**src/rtl/tmv_pkg.sv**
```systemverilog
package tmv_pkg;

    localparam int unsigned NUM_COPIES = 3;

    typedef enum logic [1:0] {
        ACC_VOTED = 2'b00,
        ACC_BANK0 = 2'b01,
        ACC_BANK1 = 2'b10,
        ACC_BANK2 = 2'b11
    } acc_mode_e;

    // Banks touched by a write in the given mode
    function automatic logic [NUM_COPIES-1:0] write_mask(acc_mode_e m);
        case (m)
            ACC_BANK0: return 3'b001;
            ACC_BANK1: return 3'b010;
            ACC_BANK2: return 3'b100;
            default:   return 3'b111;
        endcase
    endfunction

    // Index of the bank reached in a direct mode
    function automatic int unsigned direct_index(acc_mode_e m);
        return int'(m) - 1;
    endfunction

endpackage

```
**src/rtl/tmv_bank.sv**
```systemverilog
module tmv_bank #(
    parameter int unsigned DATA_W = 8,
    parameter int unsigned ADDR_W = 6
) (
    input  logic              clk,
    input  logic              rst,
    input  logic              we,
    input  logic [ADDR_W-1:0] addr,
    input  logic [DATA_W-1:0] wdata,
    output logic [DATA_W-1:0] rdata
);
    localparam int unsigned DEPTH = 1 << ADDR_W;

    logic [DATA_W-1:0] cells [DEPTH];

    always_ff @(posedge clk) begin
        if (rst) begin
            for (int i = 0; i < DEPTH; i++) cells[i] <= '0;
        end else if (we) begin
            cells[addr] <= wdata;
        end
    end

    assign rdata = cells[addr];
endmodule

```
**src/rtl/tmv_vote.sv**
```systemverilog
module tmv_vote
    import tmv_pkg::*;
#(
    parameter int unsigned DATA_W = 8
) (
    input  logic [NUM_COPIES-1:0][DATA_W-1:0] copies,
    output logic [DATA_W-1:0]                 majority,
    output logic [NUM_COPIES-1:0]             disagree
);
    assign majority = (copies[0] & copies[1]) |
                      (copies[1] & copies[2]) |
                      (copies[0] & copies[2]);

    for (genvar b = 0; b < NUM_COPIES; b++) begin : g_cmp
        assign disagree[b] = |(copies[b] ^ majority);
    end
endmodule

```
**src/rtl/tmv_route.sv**
```systemverilog
module tmv_route
    import tmv_pkg::*;
#(
    parameter int unsigned DATA_W = 8
) (
    input  acc_mode_e                         mode,
    input  logic                              wr_strobe,
    input  logic [NUM_COPIES-1:0][DATA_W-1:0] copies,
    output logic [NUM_COPIES-1:0]             bank_we,
    output logic [DATA_W-1:0]                 raw_word
);
    assign bank_we = wr_strobe ? write_mask(mode) : '0;

    always_comb begin
        raw_word = '0;
        if (mode != ACC_VOTED) raw_word = copies[direct_index(mode)];
    end
endmodule

```
**src/rtl/tmr_mem_voter.sv**
```systemverilog
module tmr_mem_voter
    import tmv_pkg::*;
#(
    parameter int unsigned DATA_W = 8,
    parameter int unsigned ADDR_W = 6
) (
    input  logic              clk,
    input  logic              rst,
    input  logic              req_valid,
    input  logic              req_we,
    input  logic [1:0]        req_mode,
    input  logic [ADDR_W-1:0] req_addr,
    input  logic [DATA_W-1:0] req_wdata,
    output logic              rd_valid,
    output logic [DATA_W-1:0] rd_data,
    output logic              rd_mismatch,
    output logic [2:0]        rd_bad_bank
);
    typedef struct packed {
        logic [DATA_W-1:0]     word;
        logic [NUM_COPIES-1:0] bad;
    } rd_result_t;

    acc_mode_e                         mode;
    logic [NUM_COPIES-1:0][DATA_W-1:0] copies;
    logic [NUM_COPIES-1:0]             bank_we;
    logic [DATA_W-1:0]                 raw_word;
    logic [DATA_W-1:0]                 voted_word;
    logic [NUM_COPIES-1:0]             disagree;
    logic                              rd_req;
    rd_result_t                        next_res;
    rd_result_t                        res_q;
    logic                              valid_q;

    assign mode   = acc_mode_e'(req_mode);
    assign rd_req = req_valid && !req_we;

    for (genvar b = 0; b < NUM_COPIES; b++) begin : g_bank
        tmv_bank #(.DATA_W(DATA_W), .ADDR_W(ADDR_W)) bank_i (
            .clk   (clk),
            .rst   (rst),
            .we    (bank_we[b]),
            .addr  (req_addr),
            .wdata (req_wdata),
            .rdata (copies[b])
        );
    end

    tmv_route #(.DATA_W(DATA_W)) route_i (
        .mode      (mode),
        .wr_strobe (req_valid && req_we),
        .copies    (copies),
        .bank_we   (bank_we),
        .raw_word  (raw_word)
    );

    tmv_vote #(.DATA_W(DATA_W)) vote_i (
        .copies   (copies),
        .majority (voted_word),
        .disagree (disagree)
    );

    always_comb begin
        if (mode == ACC_VOTED) begin
            next_res.word = voted_word;
            next_res.bad  = disagree;
        end else begin
            next_res.word = raw_word;
            next_res.bad  = '0;
        end
    end

    always_ff @(posedge clk) begin
        if (rst) begin
            res_q   <= '0;
            valid_q <= 1'b0;
        end else begin
            valid_q <= rd_req;
            if (rd_req) res_q <= next_res;
        end
    end

    assign rd_valid    = valid_q;
    assign rd_data     = res_q.word;
    assign rd_bad_bank = res_q.bad;
    assign rd_mismatch = |res_q.bad;
endmodule

```
**config.mk**
```make
export PLATFORM = sky130hd
export DESIGN_NAME = tmr_mem_voter
export DESIGN_NICKNAME = d
export VERILOG_FILES = /design/src/rtl/tmv_pkg.sv /design/src/rtl/tmv_bank.sv /design/src/rtl/tmv_vote.sv /design/src/rtl/tmv_route.sv /design/src/rtl/tmr_mem_voter.sv
export SDC_FILE = /design/constraint.sdc
export NUM_CORES = 2
export LEC_CHECK = 0
export ABC_AREA = 1
export ABC_CLOCK_PERIOD_IN_PS = 5500
export BUFFER_PORTS_ARGS = -buffer_cell sky130_fd_sc_hd__buf_2
export CORE_ASPECT_RATIO = 0.5
export CORE_MARGIN = 10
export CORE_UTILIZATION = 38
export CTS_BUF_LIST = sky130_fd_sc_hd__clkbuf_16
export CTS_CLUSTER_DIAMETER = 100
export CTS_CLUSTER_SIZE = 14
export DETAILED_ROUTE_END_ITERATION = 12
export PLACE_DENSITY_LB_ADDON = 0.25
export SETUP_SLACK_MARGIN = 0.4
export SYNTH_ARGS = -nofsm -noshare
export SYNTH_HDL_FRONTEND = slang
export SYNTH_HIERARCHICAL = 1
export SYNTH_SLANG_ARGS = --single-unit
export TNS_END_PERCENT = 5
```
**constraint.sdc**
```tcl
create_clock -name clk -period 5.5 [get_ports clk]
set_input_delay 0.55 -clock clk [delete_from_list [all_inputs] [get_ports clk]]
set_output_delay 0.55 -clock clk [all_outputs]
set_load 0.01 [all_outputs]
```
==> Word level (Yosys, flattened, before mapping) <==
Memories as Yosys holds them, arrays and structs flattened.
Cells that the tools add are included.
Widths: inputs -> output; s select.
{ "word_totals": {"elab_cells": 57, "regBits": 12, "memories": 3, "out_inout_bits": 13, "ram_bits": 1536} }
{ "op_classes": {"magnitude_cmp": 1, "mux": 26, "n_bitwise": 8, "n_eq_ne": 3, "n_reduce_logical": 12, "addsub": 1} }
{ "mem_list": {"columns": ["memory", "depth", "width", "read_ports", "rd_ports_with_merged_regs", "wr", "line_no", "text"], "rows": [
  ["g_bank[0].bank_i.cells", 64, 8, 1, 0, 64, "tmv_bank.sv:14", "logic [DATA_W-1:0] cells [DEPTH];"],
  ["g_bank[1].bank_i.cells", 64, 8, 1, 0, 64, "tmv_bank.sv:14", null],
  ["g_bank[2].bank_i.cells", 64, 8, 1, 0, 64, "tmv_bank.sv:14", null]
]} }
{ "op_table": {"columns": ["cell", "count"], "rows": [
  ["$reduce_or 8->1", 6],
  ["$mux 8", 5],
  ["$lt 32x3->1 const B", 1],
  ["$and 8x8->8", 3],
  ["$xor 8x8->8", 3],
  ["$mux 6", 3],
  ["$bmux 8 s2", 1],
  ["$or 8x8->8", 2],
  ["$mux 1", 14],
  ["$mux 11", 1],
  ["$pmux 3 s3", 1],
  ["$eq 2x2->1 const B", 2],
  ["$mux 3", 1],
  ["$reduce_or 3->1", 1],
  ["$sub 2x1->3 const B", 1],
  ["$eq 2x1->1 const B", 1],
  ["$logic_and 1x1->1", 2],
  ["$logic_not 2->1", 1],
  ["$reduce_bool 2->1", 1],
  ["$logic_not 1->1", 1]
]} }

==> Logic depth before layout (Yosys ltp) <==
{ "logic_depth": {"depth_word": 8, "depth_mapped": 22, "ltp_nobuf": 20} }

==> Modules after synthesis <==
Netlist, hierarchy kept.
{ "modules_own_cells": {"columns": ["mod", "cells_each", "n_inst", "area_per_inst_um2", "seq_area_each_um2"], "rows": [
  ["tmv_bank at g_bank[1].bank_i ...", 2805, 2, 24332.1, 15374.7],
  ["tmv_bank at g_bank[0].bank_i", 2805, 1, 24328.3, 15374.7],
  ["tmr_mem_voter", 93, 1, 601.8, 240.2],
  ["tmv_vote", 128, 1, 553.0, 0.0],
  ["tmv_route", 69, 1, 344.1, 0.0]
]} }

==> Worst setup path after synthesis <==
No wires, ideal clock.
{ "synth_timing": {"path_kind": "input-to-reg", "from": "in req_mode[0]", "to": "mem g_bank[2].bank_i.cells[22][0], enable pin", "arrival_ps": 2464, "slack_ps": 2706, "required_time_ps": 5171, "setup_ps": 329, "n_path_buf": 3, "path_stages": 10, "cell_sequence": "buf_6 > inv_8 > ha_1 > buf_6 > nor2_1 > nand2_1 > buf_2 > nor4_2 > nand4_1 > nand2_1"} }
{ "synth_lines": {"columns": ["element", "line_no", "text"], "rows": [
  ["start, declared", "tmr_mem_voter.sv:11", "input logic [1:0] req_mode,"],
  ["end, declared", "tmv_bank.sv:14", null]
]} }

==> out/qor.yml <==
status: "complete, no violations"
slew_headroom: 0.166
ys_warn_count: 6
worst_path_max_delay_cell: "nor3_2"
crit_fanout: 13
grt_pass1_wl_mm: 329
synth_nets: 8727
rsz0062_at_grt: "no"
fp.dieArea_um2: 215000
cp-end-kind: "flop"
ys_types: 33
ys_seq_area_frac: 0.622
post_cts_buffers: 0
comb_power_share: 0.102
drive_above_1_share: 0.0587
gp_congestion: 0.842
cts_root_buf: "clkbuf_16"
port_buffers: 32
drt-total-wl_mm: 217
finalSetupTns_ns: 0
irDropWorstVdd_v: 0.000312
final_nets: 8503
slowest_delay_ns: 0.99
via_per_inst: 5.06
nFillCells: 19500
path_class: "in -> reg"
seqPwrFrac: 0.566
overflow: 0
clock_power_share: 0.332
intPower_mw: 18.0
die_h_um: 333
reg2reg_slack_ns: 2.81
fmax_ghz: 0.284
routedWlPerCell_um: 19.6
post-route-period-util: 0.640
power.density_nw_per_um2: 301
clk_latency_ns: 0.77
ant_nets: 0
worst-path-buf-inv: 2
cts_resized: 0
die_w_um: 646
clkTransAtPathRegs_ns: 0.07
hp-start: "rst"
drtIter0Drc: 5318
fin_cells: 11100
drv_slew: 0
timing.rr.end: "rd_bad_bank[1]$_SDFFE_PP0P_"
syn_area_um2: 74500
drt_first_pass_iters: 6
clk_path_buf_depth: 3
fin_crit_ns: 3.52
switching_share: 0.256
tritoncts: "yes"
cap_violations: 0
multiInputGateArea_um2: 25500
start_util: 0.384
dp_cells: 11000
path_delay_family: "simple AND/OR/NAND/NOR gates"
reg2reg_depth: 14
worstPathRequired_ns: 5.89
cts_hold_buf: 0
p_switching_mw: 6.19
clock-skew-final_ns: 0.0612
areaGrowthSynthToFinish_pct: 7.65
hold_violations: 0
min_path_type: "in -> reg"
leakage_nw: 35.2
drc: 0
dp_hpwl_mm: 133
avgSynthCellArea_um2: 8.56
arrival_ns: 3.91
htreeDepth: 3
hold_depth: 2
pin_count: 33
synth_cells: 8705
synth_seq_cells: 1548
tightestPinTransition_ns: 1.24
final-setup-viol-count: 0
seq_area_um2: 46400
critical_path.startpoint_type: "input port"
grtUsageTotal: 0.195
r2r-start: "g_bank[0].bank_i/cells[39][6]$_SDFFCE_PN0P_"
critical_path.cell_chain: "buf_2 > inv_8 > ha_1 > nor2_1 > nand2_1 > nor3_2 > nand2_1 > nand2_1"
cp_common_cell: "nand2_1"
cts_buffers: 120
grt_max_degree: 197
grt_pass1_vias: 53300
antenna_found_initial: 2
hold_path_end: "rd_valid$_SDFF_PP0_"
vias: 56200
num_rows: 114
core_um2: 194000
clock_sinks: 1548
-- metal layers --
layer,GRT usage,share of wire
met1,0.275,0.45
met2,0.320,0.46
met3,0.0232,0.063
met4,0.0506,0.025
met5,0,0
-- worst register-to-register path: stages, from the launching register on --
cell      delay [ns]
edfxtp_1        0.38
or2_2           0.30
nand2_1         0.07
nand2_1         0.05
o21ai_0         0.21
nand2_1         0.14
nor2_1          0.36
nand2_1         0.33
o21ai_0         0.30
nand2_1         0.07
nand2_1         0.07
nor2_1          0.05
nand2_1         0.07
nand3_1         0.08
a21oi_1         0.14
-- through the flow --
step	hold slack (ns)	worst slack [ns]	cell area [µm²]	power [mW]	utilization
2_1_floorplan	0.494	2.71	74500	15.5	-
3_3_place_gp	0.530	1.27	77000	16.4	0.397
3_5_place_dp	0.529	1.27	77000	16.4	0.397
5_1_grt	0.182	1.85	80200	25.1	0.413
4_1_cts	0.134	2.08	80200	24.3	0.413
6_report	0.172	1.98	80200	24.2	0.413
-- synth_stat cells --
cell | count | area, µm²
nand2_1 | 4517 | 17000
a21o_2 | 2 | 17.5
buf_4 | 9 | 67.6
nor2_8 | 1 | 20.0
a21o_1 | 4 | 30.0
nor3_2 | 21 | 210
inv_2 | 30 | 113
or2_2 | 18 | 113
nor4_2 | 3 | 37.5
ha_1 | 2 | 25.0
buf_1 | 27 | 101
inv_8 | 1 | 11.3
a21oi_1 | 17 | 85.1
nor2_2 | 1 | 6.26
a21oi_2 | 2 | 17.5
clkbuf_1 | 334 | 1250
nor2_1 | 1638 | 6150
dfxtp_1 | 12 | 240
nand2_2 | 114 | 713
nor3_1 | 15 | 75.1
clkbuf_8 | 1 | 13.8
inv_1 | 118 | 443
nor4_1 | 3 | 18.8
buf_6 | 4 | 45.0
clkinv_1 | 6 | 22.5
nand4_1 | 3 | 18.8
buf_2 | 124 | 621
edfxtp_1 | 1536 | 46100
o21ai_0 | 51 | 255
nand3_1 | 63 | 315
o211ai_1 | 15 | 113
or3_1 | 1 | 6.26
nor4_4 | 12 | 255
-- sequential cells by signal, summed over array words and instances, names as in the netlist --
| register | count |
|---|---|
| rd_data | 8 |
| rd_valid | 1 |
| rd_bad_bank | 3 |
| g_bank.bank_i/cells | 1536 |
-- area by class of cell --
type	instances	area share
timing repair buffer	153	0.0157
multi-input combinational	6503	0.318
sequential	1548	0.578
clock buffer	121	0.0378
clock inverter	20	0.00212
inverter	155	0.00774
antenna	2	0.0000624
tap	2610	0.0407
-- cell families (layout without fill, tap and decap cells) --
group	count (synthesis)	count (layout)	share of synthesized area
buffers and inverters	654	449	0.0361
AND/OR/NAND/NOR	6410	6410	0.334
flip-flops	1548	1548	0.622
adder cells (fa/ha/maj)	2	2	0.000336
other	0	2	0
AO/OA/AOI/OAI	91	91	0.00695
-- cell usage in the layout, fill, tap and decap left out, types with 13 or more instances in the layout --
cell type | netlist | final
buf_12 | 0 | 13
clkbuf_16 | 0 | 121
o21ai_0 | 51 | 51
buf_2 | 124 | 29
a21oi_1 | 17 | 17
or2_2 | 18 | 18
nand2_1 | 4517 | 4517
edfxtp_1 | 1536 | 1536
inv_2 | 30 | 29
o211ai_1 | 15 | 15
nand3_1 | 63 | 63
inv_1 | 118 | 128
nand2_2 | 114 | 114
nor2_1 | 1638 | 1638
nor3_2 | 21 | 27
buf_4 | 9 | 108
-- how the worst max path moves through the flow --
stage,from,to,cells after the start
2_1_floorplan,req_mode[0],g_bank[2].bank_i/cells[22][0]$_SDFFCE_PN0P_,10
3_3_place_gp,req_mode[0],g_bank[2].bank_i/cells[38][4]$_SDFFCE_PN0P_,8
3_5_place_dp,req_mode[0],g_bank[2].bank_i/cells[57][5]$_SDFFCE_PN0P_,8
4_1_cts,req_mode[0],g_bank[2].bank_i/cells[49][3]$_SDFFCE_PN0P_,8
5_1_grt,rst,g_bank[1].bank_i/cells[62][5]$_SDFFCE_PN0P_,6
6_report,req_mode[0],g_bank[2].bank_i/cells[49][7]$_SDFFCE_PN0P_,8
-- power groups by stage --
stage          clock, mW  sequential [mW]  combinational (mW)
2_1_floorplan          0             13.9                1.62
3_3_place_gp           0             13.9                2.47
3_5_place_dp           0             13.9                2.46
4_1_cts             8.20             13.7                2.47
5_1_grt             8.62             13.7                2.74
6_report            8.01             13.7                2.47
Power figures use the tool's default switching activity.
